==> src/rtl/boot_remap_pkg.sv <==
package boot_remap_pkg;

    // Configuration bit positions; bit 0 is not governed by this block
    localparam int NVM_W    = 4;
    localparam int NVM_IW   = $clog2(NVM_W);
    localparam int BOD_BIT  = 1;
    localparam int BOR_BIT  = 2;
    localparam int BOOT_BIT = 3;

    typedef enum logic [1:0] {
        TGT_ROM   = 2'd0,
        TGT_FLASH = 2'd1,
        TGT_SRAM  = 2'd2,
        TGT_PASS  = 2'd3
    } boot_tgt_e;

    typedef struct packed {
        logic rom;
        logic flash;
        logic sram;
        logic pass;
    } mem_sel_s;

    // Remap has priority over the sampled boot bit inside the window
    function automatic boot_tgt_e pick_target(input logic in_window,
                                              input logic remap,
                                              input logic boot_flash);
        boot_tgt_e t;
        if (!in_window)      t = TGT_PASS;
        else if (remap)      t = TGT_SRAM;
        else if (boot_flash) t = TGT_FLASH;
        else                 t = TGT_ROM;
        return t;
    endfunction

    function automatic mem_sel_s tgt_to_sel(input boot_tgt_e t);
        mem_sel_s s;
        s       = '0;
        s.rom   = (t == TGT_ROM);
        s.flash = (t == TGT_FLASH);
        s.sram  = (t == TGT_SRAM);
        s.pass  = (t == TGT_PASS);
        return s;
    endfunction

endpackage

==> src/rtl/remap_reg.sv <==
module remap_reg #(
    parameter int DATA_W = 32,
    parameter int REG_AW = 2
) (
    input  logic              clk,
    input  logic              rst,
    input  logic              wr,
    input  logic [REG_AW-1:0] addr,
    input  logic [DATA_W-1:0] wdata,
    output logic              remap,
    output logic [DATA_W-1:0] rdata
);
    localparam logic [REG_AW-1:0] OFS_SET = REG_AW'(0);
    localparam logic [REG_AW-1:0] OFS_CLR = REG_AW'(1);
    localparam logic [DATA_W-1:0] CMD_GO  = DATA_W'(1);

    logic cmd_hit;
    logic remap_q;

    assign cmd_hit = wr && (wdata == CMD_GO);

    always_ff @(posedge clk) begin
        if (rst)                              remap_q <= 1'b0;
        else if (cmd_hit && addr == OFS_SET)  remap_q <= 1'b1;
        else if (cmd_hit && addr == OFS_CLR)  remap_q <= 1'b0;
    end

    assign remap = remap_q;
    assign rdata = {{(DATA_W-1){1'b0}}, remap_q};
endmodule

==> src/rtl/nvm_store.sv <==
module nvm_store
    import boot_remap_pkg::*;
(
    input  logic              clk,
    input  logic              rst,
    input  logic              erase,
    input  logic              wr,
    input  logic [NVM_IW-1:0] idx,
    input  logic              val,
    output logic [NVM_W-1:1]  bits,
    output logic              boot_flash
);
    logic [NVM_W-1:1] bits_q;
    logic [NVM_W-1:1] bits_d;
    logic             boot_q;

    // One next-state term per stored bit; erase clears every stored bit
    for (genvar b = 1; b < NVM_W; b++) begin : g_bit
        assign bits_d[b] = erase                           ? 1'b0 :
                           (wr && idx == NVM_IW'(b))       ? val  :
                                                             bits_q[b];
    end

    // No reset: the bits model non-volatile storage
    always_ff @(posedge clk) begin
        bits_q <= bits_d;
    end

    // Boot choice is captured only while reset is held
    always_ff @(posedge clk) begin
        if (rst) boot_q <= bits_q[BOOT_BIT];
    end

    assign bits       = bits_q;
    assign boot_flash = boot_q;
endmodule

==> src/rtl/boot_decoder.sv <==
module boot_decoder
    import boot_remap_pkg::*;
#(
    parameter int                ADDR_W    = 32,
    parameter logic [ADDR_W-1:0] BOOT_LAST = ADDR_W'(32'h0FFF_FFFF)
) (
    input  logic [ADDR_W-1:0] addr,
    input  logic              remap,
    input  logic              boot_flash,
    output mem_sel_s          sel
);
    logic      in_window;
    boot_tgt_e tgt;

    assign in_window = (addr <= BOOT_LAST);
    assign tgt       = pick_target(in_window, remap, boot_flash);
    assign sel       = tgt_to_sel(tgt);
endmodule

==> src/rtl/boot_remap_ctrl.sv <==
module boot_remap_ctrl
    import boot_remap_pkg::*;
#(
    parameter int                ADDR_W    = 32,
    parameter int                DATA_W    = 32,
    parameter int                REG_AW    = 2,
    parameter logic [ADDR_W-1:0] BOOT_LAST = ADDR_W'(32'h0FFF_FFFF)
) (
    input  logic              clk,
    input  logic              rst,
    input  logic              bus_wr,
    input  logic [REG_AW-1:0] bus_addr,
    input  logic [DATA_W-1:0] bus_wdata,
    output logic [DATA_W-1:0] bus_rdata,
    input  logic              nvm_wr,
    input  logic [NVM_IW-1:0] nvm_idx,
    input  logic              nvm_val,
    input  logic              erase,
    input  logic [ADDR_W-1:0] acc_addr,
    output logic              sel_rom,
    output logic              sel_flash,
    output logic              sel_sram,
    output logic              sel_pass,
    output logic              bod_en,
    output logic              bor_en
);
    logic             remap;
    logic             boot_flash;
    logic [NVM_W-1:1] nvm_bits;
    mem_sel_s         sel;

    remap_reg #(.DATA_W(DATA_W), .REG_AW(REG_AW)) u_remap (
        .clk   (clk),
        .rst   (rst),
        .wr    (bus_wr),
        .addr  (bus_addr),
        .wdata (bus_wdata),
        .remap (remap),
        .rdata (bus_rdata)
    );

    nvm_store u_nvm (
        .clk        (clk),
        .rst        (rst),
        .erase      (erase),
        .wr         (nvm_wr),
        .idx        (nvm_idx),
        .val        (nvm_val),
        .bits       (nvm_bits),
        .boot_flash (boot_flash)
    );

    boot_decoder #(.ADDR_W(ADDR_W), .BOOT_LAST(BOOT_LAST)) u_dec (
        .addr       (acc_addr),
        .remap      (remap),
        .boot_flash (boot_flash),
        .sel        (sel)
    );

    assign sel_rom   = sel.rom;
    assign sel_flash = sel.flash;
    assign sel_sram  = sel.sram;
    assign sel_pass  = sel.pass;
    assign bod_en    = nvm_bits[BOD_BIT];
    assign bor_en    = nvm_bits[BOR_BIT];
endmodule

==> config.mk <==
export PLATFORM = sky130hd
export DESIGN_NAME = boot_remap_ctrl
export DESIGN_NICKNAME = d
export VERILOG_FILES = /design/src/rtl/boot_remap_pkg.sv /design/src/rtl/remap_reg.sv /design/src/rtl/nvm_store.sv /design/src/rtl/boot_decoder.sv /design/src/rtl/boot_remap_ctrl.sv
export SDC_FILE = /design/constraint.sdc
export NUM_CORES = 1
export LEC_CHECK = 0
export ABC_AREA = 1
export ABC_CLOCK_PERIOD_IN_PS = 1500
export BUFFER_PORTS_ARGS = -buffer_cell sky130_fd_sc_hd__buf_2
export CAP_MARGIN = 25
export CELL_PAD_IN_SITES_DETAIL_PLACEMENT = 0
export CELL_PAD_IN_SITES_GLOBAL_PLACEMENT = 1
export CORE_ASPECT_RATIO = 0.75
export CORE_MARGIN = 2
export CORE_UTILIZATION = 15
export CTS_CLUSTER_DIAMETER = 100
export DETAILED_ROUTE_END_ITERATION = 16
export GPL_TIMING_DRIVEN = 0
export PLACE_DENSITY = 0.95
export SLEW_MARGIN = 30
export SYNTH_ARGS = -nofsm -noshare
export SYNTH_HDL_FRONTEND = slang
export SYNTH_SLANG_ARGS = --single-unit
==> constraint.sdc <==
create_clock -name clk -period 1.5 [get_ports clk]
set_input_delay 0.075 -clock clk [delete_from_list [all_inputs] [get_ports clk]]
set_output_delay 0.075 -clock clk [all_outputs]
set_load 0.1 [all_outputs]
==> Word-level counts from Yosys, hierarchy flattened <==
Index checks and enable logic that the tools add are counted.
{ "totals": {"regBits": 5, "inputBits": 74, "output_inout_bits": 38, "elab_cells": 28} }
{ "classes": {"order_cmp": 1, "eq_ne": 8, "muxes": 5, "reduce_logical": 9} }
{ "op_table": {"columns": ["cell", "count"], "rows": [
  ["equality test 32 x 1 -> 1 bit, second input constant", 1],
  ["less-or-equal comparator 32 x 28 -> 1 bit, second input constant", 1],
  ["equality test 2 bit, second input constant", 4],
  ["equality test 2 x 1 -> 1 bit, second input constant", 3],
  ["logical AND 1 bit", 6],
  ["zero test 2 bit", 2],
  ["two-way mux 2 bit", 2],
  ["two-way mux 1 bit", 3],
  ["nonzero test 2 bit", 1]
]} }

==> Depth between registers and ports, before layout <==
{ "logic_depth": {"word_depth": 5, "depth_mapped": 8} }

==> By module <==
A second synthesis with hierarchy kept.
{ "hier_totals": {"cells_unflattened": 102, "hier_area_um2": 624.3} }
{ "modules_own_cells": {"columns": ["module", "instances", "cells_each", "area_each_um2"], "rows": [
  ["remap_reg", 1, 68, 415.4],
  ["nvm_store", 1, 25, 172.7],
  ["boot_decoder", 1, 9, 36.3]
]} }

==> Worst setup path before layout <==
Ideal clock, no wire load.
{ "synth_path": {"kind": "in2out", "from": "input port acc_addr[31]", "to": "output port sel_flash", "t_arrival_ns": 1.950, "required_ns": 1.425, "path_slack_ns": -0.525, "stages": 3, "cell_sequence": "nor4_2 > inv_2 > nor2_1"} }
{ "synth_via": {"elab_chain_len": 3} }
{ "synth_rtl": {"columns": ["item", "line_no", "source"], "rows": [
  ["from (decl)", "boot_remap_ctrl.sv:19", "input logic [ADDR_W-1:0] acc_addr,"],
  ["less-or-equal comparator 32 x 28 -> 1 bit", "boot_decoder.sv:15", "assign in_window = (addr <= BOOT_LAST);"],
  ["two-way mux 2 bit", "boot_remap_pkg.sv:29", "if (!in_window) t = TGT_PASS;"],
  ["equality test 2 x 1 -> 1 bit", "boot_remap_pkg.sv:40", "s.flash = (t == TGT_FLASH);"],
  ["to (decl)", "boot_remap_ctrl.sv:21", "output logic sel_flash,"]
]} }
No other way between the ends.

==> Worst setup path in the final report <==
{ "layout_path": {"from": "input port acc_addr[31]", "to": "output port sel_rom"} }
{ "layout_via": {"elab_chain_len": 3} }
{ "layout_rtl": {"columns": ["item", "line_no", "source"], "rows": [
  ["less-or-equal comparator 32 x 28 -> 1 bit", "boot_decoder.sv:15", null],
  ["two-way mux 2 bit", "boot_remap_pkg.sv:29", null],
  ["zero test 2 bit", "boot_remap_pkg.sv:39", "s.rom = (t == TGT_ROM);"],
  ["to (decl)", "boot_remap_ctrl.sv:20", "output logic sel_rom,"]
]} }
No other way between the ends.

==> metrics.md <==
| Metric | Value |
|---|---|
| Num CTS Buffers | `3` |
| Port Buf Inserts | `between 50 and 60` |
| Synthesized instance count | `93` |
| Final instance area | `0.00112 mm²` |
| Via count of the routed design | `733` |
| Max Buffers Root-to-Sink | `2` |
| Worst-case reg-to-reg path depth | `2` |
| GRT Overall Usage | `5.90%` |
| Distinct cells, synth | `19` |
| Setup slack after layout | `153 ps` |
| Cell with the largest stage delay on the worst path | `buf_2` |
| Maximum single-stage delay on the critical path | `440 ps` |
| Total negative setup slack | `0 ps` |
| Core outline area | `0.00398 mm²` |
| Number of setup violations in the final report | `0` |
| Synthesis-to-finish area growth | `83.6%` |
| Number of hold violations in the final report | `0` |
| Die area | `0.00461 mm²` |
| Standard-cell row count | `20` |
| Most frequent cell on the critical path | `buf_2` |
| Worst flop-to-flop path endpoint | `u_remap.remap` |
| Worst setup slack before clock tree synthesis | `116 ps` |
| Largest fanout on the critical path | `4` |
| 1st-pass router iterations | `4` |
| Status | `complete, no violations` |
| Placed wire-length estimate | `1.39 mm` |
| Number of resized instances in the post-cts repair step | `0` |
| End-of-flow core utilization | `28.2%` |
| Total number of H-tree levels | `1` |
| Portion of the clock cycle consumed by the worst path in the final layout | `89.8%` |
| Worst hold endpoint | `u_nvm.bits[3]` |
| Reg-to-reg setup timing slack | `860 ps` |
| Vias in the first global route | `560` |
| Worst R2R Start | `u_remap.remap` |
| Final wirelength | `1.50 mm` |
| Count of unresolved DRC violations after routing | `0` |
| Max-cap violations | `0` |
| Fraction of layout instances using a drive strength above 1 | `53.6%` |
| Crit Path Class | `input port to output port` |
| Hold depth | `2` |
| Category of the worst setup path capture point | `output port` |
| Overall overflow remaining after global route | `0` |
| Routed vias/inst | `roughly 3.1` |
| Total inserted antenna cells | `0` |
| Largest net degree at the start of global routing | `5` |
| Cell leakage power | `0.653 nW` |
| Hold crit path type | `input port to register` |
| Sink Count | `5` |
| DRT antenna net count | `0` |
| Post-Syn Area per Cell | `~6.6 µm²` |
| Crit-path cells | `buf_2 > nor4_2 > bufinv_8 > nor3_4 > buf_2` |
| Setup repair after global routing missed its margin | `false` |
| Areal power density over the cells | `824 mW/mm²` |
| Highest Clock Rate | `742 MHz` |
| Post-layout min period | `about 1300 ps` |
| Startpoint kind of the worst setup timing path | `input port` |
| Post-CTS clock slew at the launch and capture registers of the worst setup and hold paths | `~30 ps` |
| Average detailed-routed wire length per instance | `approximately 6.4 µm` |
| Portion of the post-synthesis area used by sequential elements | `18.0%` |
| Worst endpoint data arrival time | `1270 ps` |
| Nets | `roughly 250` |
| Total power after layout | `~930 µW` |
| Count of state elements after synthesis | `5` |
| Worst-Skew Late Latency | `between 200 and 250 ps` |
| Total number of yosys warnings | `0` |
| Initial Utilization | `15.4%` |
| GP Congestion | `0.664` |
| Worst clock skew | `about 0.2 ps` |
| Die Span X | `77.7 µm` |
| Flip-flop count of the largest register, all copies and words added | `3` |
| Top Ports | `around 110` |
| CTS tree | `done` |
| DRC violation total after the first TritonRoute iteration | `11` |
| Endpoint required time on the critical path | `1420 ps` |
| Global-route wire length before repair | `~2.1 mm` |
| Worst VDD drop | `around 500 µV` |
| Hold_buf cts | `0` |
| Source of the worst hold timing path | `erase` |
| Netlist area before placement | `612 µm²` |
| Placed standard-cell area | `around 0.0011 mm²` |
| Root Buffer | `clkbuf_8` |
| Setup fix buffers added after clock tree synthesis | `0` |
| Initial antenna violation count | `0` |
| Vertical die dimension | `59.3 µm` |
| Final Slew Violations | `0` |
-- report_power, final --
group          internal, mW  switching, mW  leakage [nW]  total, mW
registers             0.143        0.00316        0.0428      0.146
logic                 0.115          0.417         0.587      0.532
clock network         0.182         0.0658        0.0228      0.248
-- how the worst max path moves through the flow --
stage | from | end | slack (ps) | cells after the start
final | acc_addr[31] | sel_rom | 150 | 5
after global routing | u_remap.remap | sel_flash | 100 | 4
after CTS | acc_addr[31] | sel_rom | 120 | 5
after detailed placement | acc_addr[31] | sel_rom | 120 | 5
after global placement | acc_addr[31] | sel_rom | 210 | 5
after floorplan | acc_addr[31] | sel_flash | 30 | 3
-- metrics by stage --
stage / cells / hold slack (ps)
after floorplan: 123 / 144
after global placement: 230 / 273
after detailed placement: 230 / 272
after CTS: 234 / 44.1
after global routing: 234 / 50.2
final: 234 / 48.8
-- Yosys cell counts --
cell type | n | area [µm²]
conb_1 | 1 | 3.75
edfxtp_1 | 1 | 30.0
nor4_1 | 2 | 12.5
nor3_2 | 1 | 10.0
nand3_2 | 1 | 10.0
o31ai_1 | 1 | 7.51
nand2_1 | 8 | 30.0
nor2_2 | 2 | 12.5
a21oi_1 | 2 | 10.0
nor3_1 | 2 | 10.0
nor2_1 | 22 | 82.6
buf_4 | 32 | 240
inv_2 | 2 | 7.51
nand3_1 | 1 | 5.00
dfxtp_1 | 4 | 80.1
nor4_2 | 1 | 12.5
inv_1 | 6 | 22.5
nand4_1 | 2 | 12.5
a31oi_1 | 2 | 12.5
-- area by class of cell --
cell class	count	area, µm²
Fill cell	434	2860
Multi-Input combinational cell	78	355
Buffer	32	240
Inverter	8	43.8
Timing Repair Buffer	52	260
Sequential cell	5	110
Tap cell	55	68.8
Clock buffer	4	45.0
-- critical path, delay by kind of cell --
kind                   cells  cell delay [ps]
buffers and inverters      3              780
AND/OR/NAND/NOR            2              410
-- metal layers --
layer	track usage [%]	part of all wire (%)
met1	5.64	34
met2	11.5	54
met3	3.35	12
met4	0.765	0
met5	0	0
-- logic make-up (layout without fill, tap and decap cells) --
family | Yosys count | in the layout | share of synthesized area (%)
flip-flops | 5 | 5 | 18.0
AND/OR/NAND/NOR | 42 | 42 | 32.3
buffers and inverters | 40 | 96 | 44.2
AO/OA/AOI/OAI | 5 | 5 | 4.91
other | 1 | 31 | 0.613
-- layout by cell type, fill, tap and decap left out --
cell,instances
a21oi_1,2
a31oi_1,2
buf_2,52
buf_4,32
bufinv_8,1
clkbuf_1,1
clkbuf_8,3
conb_1,31
dfxtp_1,4
edfxtp_1,1
inv_1,6
inv_2,1
nand2_1,8
nand3_1,1
nand3_2,1
nand4_1,2
nor2_1,20
nor2_2,4
nor3_1,2
nor3_4,1
nor4_1,2
nor4_2,1
o31ai_1,1
No activity file was read; power rests on OpenSTA's default activity.
